**src/rtl/tod_pkg.sv**
```systemverilog
package tod_pkg;
  localparam int DATA_W   = 32;
  localparam int ADDR_W   = 3;
  localparam int SEC_W    = 6;
  localparam int MIN_W    = 6;
  localparam int HR_W     = 5;
  localparam int SEC_LAST = 59;
  localparam int MIN_LAST = 59;
  localparam int HR_LAST  = 23;
  localparam int NIRQ     = 4;
  localparam int IRQ_ALM  = 0;
  localparam int IRQ_SEC  = 1;
  localparam int IRQ_MIN  = 2;
  localparam int IRQ_HR   = 3;

  typedef enum logic [ADDR_W-1:0] {
    A_TIME  = 3'd0,
    A_DAY   = 3'd1,
    A_ATIME = 3'd2,
    A_ADAY  = 3'd3,
    A_IEN   = 3'd4,
    A_ISTAT = 3'd5
  } reg_addr_e;

  typedef struct packed {
    logic [HR_W-1:0]  hr;
    logic [MIN_W-1:0] mn;
    logic [SEC_W-1:0] sc;
  } hms_t;

  function automatic hms_t unpack_hms(input logic [DATA_W-1:0] w);
    hms_t t;
    t.sc = w[SEC_W-1:0];
    t.mn = w[8 +: MIN_W];
    t.hr = w[16 +: HR_W];
    return t;
  endfunction

  function automatic logic [DATA_W-1:0] pack_hms(input hms_t t);
    logic [DATA_W-1:0] w;
    w = '0;
    w[SEC_W-1:0]  = t.sc;
    w[8 +: MIN_W] = t.mn;
    w[16 +: HR_W] = t.hr;
    return w;
  endfunction

  // a field at or past its last legal value wraps on the next step
  function automatic logic at_last(input logic [31:0] v, input int last);
    return v >= 32'(last);
  endfunction
endpackage

```
**src/rtl/tod_counter.sv**
```systemverilog
module tod_counter
  import tod_pkg::*;
#(
  parameter int DAY_W = 9
) (
  input  logic             clk,
  input  logic             rst_n,
  input  logic             tick_en,
  input  logic             load_hms,
  input  logic             load_day,
  input  hms_t             hms_in,
  input  logic [DAY_W-1:0] day_in,
  output hms_t             hms_q,
  output logic [DAY_W-1:0] day_q,
  output logic             sec_wrap,
  output logic             min_wrap,
  output logic             hr_wrap
);
  assign sec_wrap = tick_en  & at_last(32'(hms_q.sc), SEC_LAST);
  assign min_wrap = sec_wrap & at_last(32'(hms_q.mn), MIN_LAST);
  assign hr_wrap  = min_wrap & at_last(32'(hms_q.hr), HR_LAST);

  always_ff @(posedge clk or negedge rst_n) begin
    if (!rst_n) begin
      hms_q <= '0;
      day_q <= '0;
    end else begin
      if (load_hms) begin
        hms_q <= hms_in;
      end else if (tick_en) begin
        hms_q.sc <= sec_wrap ? '0 : hms_q.sc + 1'b1;
        if (sec_wrap) hms_q.mn <= min_wrap ? '0 : hms_q.mn + 1'b1;
        if (min_wrap) hms_q.hr <= hr_wrap ? '0 : hms_q.hr + 1'b1;
      end
      if (load_day)     day_q <= day_in;
      else if (hr_wrap) day_q <= day_q + 1'b1;
    end
  end

  assert_sec_wrap_R2: assert property (@(posedge clk) disable iff (!rst_n)
    (tick_en && !load_hms && hms_q.sc == SEC_W'(SEC_LAST)) |=> (hms_q.sc == '0));

  assert_day_step_R3: assert property (@(posedge clk) disable iff (!rst_n)
    (hr_wrap && !load_day) |=> (day_q == $past(day_q) + 1'b1));

  assert_load_R5: assert property (@(posedge clk) disable iff (!rst_n)
    load_hms |=> (hms_q == $past(hms_in)));
endmodule

```
**src/rtl/tod_alarm.sv**
```systemverilog
module tod_alarm
  import tod_pkg::*;
#(
  parameter int DAY_W = 9
) (
  input  logic             clk,
  input  logic             rst_n,
  input  logic             wr_hms,
  input  logic             wr_day,
  input  hms_t             hms_in,
  input  logic [DAY_W-1:0] day_in,
  input  hms_t             now_hms,
  input  logic [DAY_W-1:0] now_day,
  input  logic             check,
  output hms_t             alm_hms_q,
  output logic [DAY_W-1:0] alm_day_q,
  output logic             hit
);
  always_ff @(posedge clk or negedge rst_n) begin
    if (!rst_n) begin
      alm_hms_q <= '0;
      alm_day_q <= '0;
    end else begin
      if (wr_hms) alm_hms_q <= hms_in;
      if (wr_day) alm_day_q <= day_in;
    end
  end

  assign hit = check && (now_hms == alm_hms_q) && (now_day == alm_day_q);

  assert_alarm_regs_R6: assert property (@(posedge clk) disable iff (!rst_n)
    !wr_hms |=> $stable(alm_hms_q));
endmodule

```
**src/rtl/tod_irq.sv**
```systemverilog
module tod_irq
  import tod_pkg::*;
(
  input  logic            clk,
  input  logic            rst_n,
  input  logic            wr_en,
  input  logic            wr_clr,
  input  logic [NIRQ-1:0] wdata,
  input  logic [NIRQ-1:0] evt,
  output logic [NIRQ-1:0] en_q,
  output logic [NIRQ-1:0] stat_q,
  output logic            irq
);
  logic [NIRQ-1:0] set_v, clr_v;
  assign set_v = evt & en_q;
  assign clr_v = wr_clr ? wdata : '0;

  always_ff @(posedge clk or negedge rst_n) begin
    if (!rst_n) begin
      en_q   <= '0;
      stat_q <= '0;
    end else begin
      if (wr_en) en_q <= wdata;
      stat_q <= (stat_q & ~clr_v) | set_v;
    end
  end

  assign irq = |(stat_q & en_q);

  for (genvar i = 0; i < NIRQ; i++) begin : g_chk
    assert_sticky_R10: assert property (@(posedge clk) disable iff (!rst_n)
      (stat_q[i] && !(wr_clr && wdata[i])) |=> stat_q[i]);
    assert_set_wins_R10: assert property (@(posedge clk) disable iff (!rst_n)
      (evt[i] && en_q[i]) |=> stat_q[i]);
    assert_gated_R8: assert property (@(posedge clk) disable iff (!rst_n)
      (!stat_q[i] && !(evt[i] && en_q[i])) |=> !stat_q[i]);
  end
endmodule

```
**src/rtl/tod_alarm_clock.sv**
```systemverilog
module tod_alarm_clock
  import tod_pkg::*;
#(
  parameter int DAY_W = 9
) (
  input  logic              clk,
  input  logic              rst_n,
  input  logic              tick_1hz,
  input  logic              reg_wr,
  input  logic [ADDR_W-1:0] reg_addr,
  input  logic [DATA_W-1:0] reg_wdata,
  output logic [DATA_W-1:0] reg_rdata,
  output logic              irq
);
  logic wr_time, wr_day, wr_atime, wr_aday, wr_ien, wr_istat;
  assign wr_time  = reg_wr && (reg_addr == A_TIME);
  assign wr_day   = reg_wr && (reg_addr == A_DAY);
  assign wr_atime = reg_wr && (reg_addr == A_ATIME);
  assign wr_aday  = reg_wr && (reg_addr == A_ADAY);
  assign wr_ien   = reg_wr && (reg_addr == A_IEN);
  assign wr_istat = reg_wr && (reg_addr == A_ISTAT);

  // a tick colliding with a time or day load is dropped
  logic tick_en, tick_seen;
  assign tick_en = tick_1hz && !wr_time && !wr_day;

  always_ff @(posedge clk or negedge rst_n) begin
    if (!rst_n) tick_seen <= 1'b0;
    else        tick_seen <= tick_en;
  end

  hms_t             wr_hms, now_hms, alm_hms;
  logic [DAY_W-1:0] now_day, alm_day;
  logic             sec_wrap, min_wrap, hr_wrap, alm_hit;
  logic [NIRQ-1:0]  evt, en_q, stat_q;

  assign wr_hms = unpack_hms(reg_wdata);

  tod_counter #(.DAY_W(DAY_W)) u_cnt (
    .clk(clk), .rst_n(rst_n), .tick_en(tick_en),
    .load_hms(wr_time), .load_day(wr_day),
    .hms_in(wr_hms), .day_in(reg_wdata[DAY_W-1:0]),
    .hms_q(now_hms), .day_q(now_day),
    .sec_wrap(sec_wrap), .min_wrap(min_wrap), .hr_wrap(hr_wrap)
  );

  tod_alarm #(.DAY_W(DAY_W)) u_alm (
    .clk(clk), .rst_n(rst_n), .wr_hms(wr_atime), .wr_day(wr_aday),
    .hms_in(wr_hms), .day_in(reg_wdata[DAY_W-1:0]),
    .now_hms(now_hms), .now_day(now_day), .check(tick_seen),
    .alm_hms_q(alm_hms), .alm_day_q(alm_day), .hit(alm_hit)
  );

  always_comb begin
    evt          = '0;
    evt[IRQ_ALM] = alm_hit;
    evt[IRQ_SEC] = sec_wrap;
    evt[IRQ_MIN] = min_wrap;
    evt[IRQ_HR]  = hr_wrap;
  end

  tod_irq u_irq (
    .clk(clk), .rst_n(rst_n), .wr_en(wr_ien), .wr_clr(wr_istat),
    .wdata(reg_wdata[NIRQ-1:0]), .evt(evt),
    .en_q(en_q), .stat_q(stat_q), .irq(irq)
  );

  always_comb begin
    reg_rdata = '0;
    case (reg_addr)
      A_TIME:  reg_rdata = pack_hms(now_hms);
      A_DAY:   reg_rdata = DATA_W'(now_day);
      A_ATIME: reg_rdata = pack_hms(alm_hms);
      A_ADAY:  reg_rdata = DATA_W'(alm_day);
      A_IEN:   reg_rdata = DATA_W'(en_q);
      A_ISTAT: reg_rdata = DATA_W'(stat_q);
      default: reg_rdata = '0;
    endcase
  end

  assert_alarm_after_tick_R9: assert property (@(posedge clk) disable iff (!rst_n)
    alm_hit |-> $past(tick_en));

  assert_tick_dropped_R5: assert property (@(posedge clk) disable iff (!rst_n)
    (tick_1hz && wr_time) |=> !tick_seen);
endmodule

```
**config.mk**
```make
export PLATFORM = sky130hd
export DESIGN_NAME = tod_alarm_clock
export DESIGN_NICKNAME = d
export VERILOG_FILES = /design/src/rtl/tod_pkg.sv /design/src/rtl/tod_counter.sv /design/src/rtl/tod_alarm.sv /design/src/rtl/tod_irq.sv /design/src/rtl/tod_alarm_clock.sv
export SDC_FILE = /design/constraint.sdc
export NUM_CORES = 1
export LEC_CHECK = 0
export ABC_AREA = 1
export ABC_CLOCK_PERIOD_IN_PS = 2300
export BUFFER_PORTS_ARGS = -buffer_cell sky130_fd_sc_hd__buf_2
export CAP_MARGIN = 20
export CORE_ASPECT_RATIO = 0.6
export CORE_UTILIZATION = 50
export CTS_BUF_LIST = sky130_fd_sc_hd__clkbuf_2 sky130_fd_sc_hd__clkbuf_4 sky130_fd_sc_hd__clkbuf_8
export DETAILED_ROUTE_END_ITERATION = 8
export GPL_ROUTABILITY_DRIVEN = 0
export PLACE_DENSITY = 0.84
export SYNTH_ARGS = -nofsm -noshare
export SYNTH_HDL_FRONTEND = slang
export SYNTH_SLANG_ARGS = --single-unit
```
**constraint.sdc**
```tcl
create_clock -name clk -period 2.3 [get_ports clk]
set_clock_uncertainty 0.05 [all_clocks]
set_input_delay 0.23 -clock clk [delete_from_list [all_inputs] [get_ports clk]]
set_output_delay 0.23 -clock clk [all_outputs]
set_load 0.1 [all_outputs]
```
==> out/metrics.cfg <==
[die]
initial_core_util=0.5240
coreArea_sq_um=7357
floorplan.rows=24
dieHeight_um=70.02
dieArea_sq_um=8077
dieWidth_um=115.4
ios=72

[logic_synthesis]
ys_warn_count=0
synth_area_per_cell_sq_um=7.515
synth_ff_type=dfrtp_1
synth_edf_count=0
synth_top_area_cell=dfrtp_1
yosysMostFrequentCell=nand2_1
yosysUniqueCellTypes=37
synth_top_area_share=0.3960
synth_commonest_cells=124 x nand2_1, 67 x inv_1, 61 x dfrtp_1
syn_area_sq_um=3855
synthArstFlopShare=1.000
synth.area.top_cells=dfrtp_1 40%, nand2_1 12%, inv_1 6.5%
ys_ff_latch=61
synth_cells=513
yosysSeqAreaShare=0.3960

[hold_path]
hp-start=reg_wdata[11]
min_to=u_cnt.hms_q[9]
hold_class=in2reg
holdPathStages=3

[grt]
grt_pass1_wl_um=17770
first_global_vias=3550
grt_max_degree=62
grtUsageTotal=0.2965
antenna_found_initial=0
gr-total-overflow=0

[setup_path]
reg2reg_to=u_cnt.hms_q[13]
rr_startpoint=u_cnt.hms_q[0]
path_max_fanout=10
arrival_ns=1.70
worstSetupPathType=in2out
r2r_cells=10
r2r_slack_ns=0.35
cp-start-kind=primary input
endpoint_kind=output pin
worst_ep_required_time_ns=2.02

[finish]
syn_to_final_growth_pct=18.50
nets=608
num-fill-cells=674
final_cell_area_sq_um=4568
insertedDiodeCount=0
drive_gt1_frac=0.1737
fin_cells=674

[clock_tree]
max-clock-path-buffers=2
cts_tree=built
cts_setup_buffers=0
cts_hold_buf=1
cts_root_buffer=clkbuf_8
insertion_delay_ns=0.36
clkTransAtPathRegs_ns=0.06
post_cts_resized=0
cts_buffers=9
cts.htree.levels=3
cts_sinks=61

[sta]
finalHoldViolations=0
fin_crit_ns=1.979
maxSlewHeadroom=0.6017
finalCritPeriodShare=0.8604
report.final.slew_viol_count=0
worst_slew_pin_slew_ns=0.5968
setup_viol=0
fmax_mhz=505.3
rsz0062_at_grt=false
whs_ns=0.05139

[power]
swShare=0.4463
clkPwrFrac=0.208
internal_power_uw=2454
seqPwrFrac=0.380
p_leak_uw=0.002311
pwr_density_cell_nw_per_um2=970.3
p_comb_frac=0.412
irDropWorstVdd_uv=482.4
netSwitchingPower_uw=1978

[route]
drt_wl_total_um=10950
wire_per_inst_um=16.24
drt_iter0_drc=436
ant_nets=0
drc=0
vias_per_cell=5.614
drtPass1Iterations=7
via_count=3784

[status]
status=completed

[placement]
io_buffers=45
dp_cells=657
dp_hpwl_um=7990
dpl_cell_area_sq_um=4372

[run]
maxCapViolations=0

layer usage:
metal	global-route usage	up-vias	share of wire
met5	0	-	0
met4	0.06494	0	0.0073
met3	0.1224	15	0.14
met2	0.4045	248	0.42
met1	0.4324	1756	0.44
li1	-	1765	-
power by group through the flow:
stage	Clock, uW	Combinational (uW)	Sequential (uW)
after detailed placement	0	1790	1680
after global placement	0	1730	1670
after floorplan	0	1390	1590
after CTS	938	1800	1660
after global routing	983	2000	1720
final	923	1830	1680
area by class of cell:
class / count / area (sq um) / share of cell area
multi-input combinational: 369 / 1982 / 0.4339
inverter: 72 / 272.8 / 0.05971
clock inverter: 1 / 5.005 / 0.001096
sequential: 61 / 1526 / 0.3342
clock buffer: 15 / 181.4 / 0.03972
timing repair buffer: 52 / 470.5 / 0.1030
tap: 104 / 130.1 / 0.02849
sequential cells by signal, indices dropped and copies added, names as in the netlist:
signal and cells:
u_cnt.hms_q 17, u_alm.alm_day_q 9, u_irq.en_q 4, u_irq.stat_q 4, u_cnt.day_q 9, u_alm.alm_hms_q 17, tick_seen 1
cell families (layout without fill, tap and decap cells):
logic type / count (synthesis) / count (layout) / share of synthesized area
simple gates: 218 / 218 / 0.2548
compound gates: 112 / 112 / 0.1733
buf+inv: 95 / 140 / 0.1094
flops: 61 / 61 / 0.3960
xor+xnor: 18 / 18 / 0.04090
fa+ha+maj: 4 / 4 / 0.01298
mux: 4 / 4 / 0.01168
other cells: 1 / 13 / 0.0009728
stage by stage:
step	util	TNS, ns	total power [uW]	setup WS (ns)
floorplan	-	-0.4507	2980	-0.06830
global placement	0.5942	0	3399	0.4370
detailed placement	0.5942	0	3467	0.3936
CTS	0.6209	0	4405	0.3829
global route	0.6209	0	4708	0.2369
finish	0.6209	0	4432	0.3212
worst max-delay path by stage:
| stage | cells after the start | startpoint | slack (ns) | to |
|---|---|---|---|---|
| 4_1_cts | 8 | reg_addr[1] | 0.38 | reg_rdata[4] |
| 6_report | 8 | reg_addr[1] | 0.32 | reg_rdata[4] |
| 2_1_floorplan | 3 | reg_addr[1] | -0.07 | reg_rdata[4] |
| 3_5_place_dp | 8 | reg_addr[1] | 0.39 | u_alm.alm_hms_q[13] |
| 3_3_place_gp | 8 | reg_addr[1] | 0.44 | u_alm.alm_hms_q[16] |
| 5_1_grt | 10 | u_cnt.hms_q[0] | 0.24 | u_cnt.hms_q[13] |
critical path: stages:
cell and delay (ns):
buf_2 0.12, inv_1 0.14, nor2_1 0.07, nand2_1 0.08
clkinv_1 0.28, a22oi_1 0.25, o221ai_1 0.26, buf_12 0.25
cell usage in the layout, fill, tap and decap left out, drive strengths merged:
cell	n
a21oi	19
a22o	3
a22oi	7
buf	51
clkbuf	15
clkinv	2
conb	13
dfrtp	61
dlygate4sd3	1
ha	4
inv	71
mux2	4
nand2	129
nand3	18
nand4	12
nor2	51
nor3	4
nor3b	1
o211ai	6
o21ai	53
o221ai	6
o22ai	18
or2	3
xnor2	5
xor2	13
No activity file was read; power rests on OpenSTA's default activity.
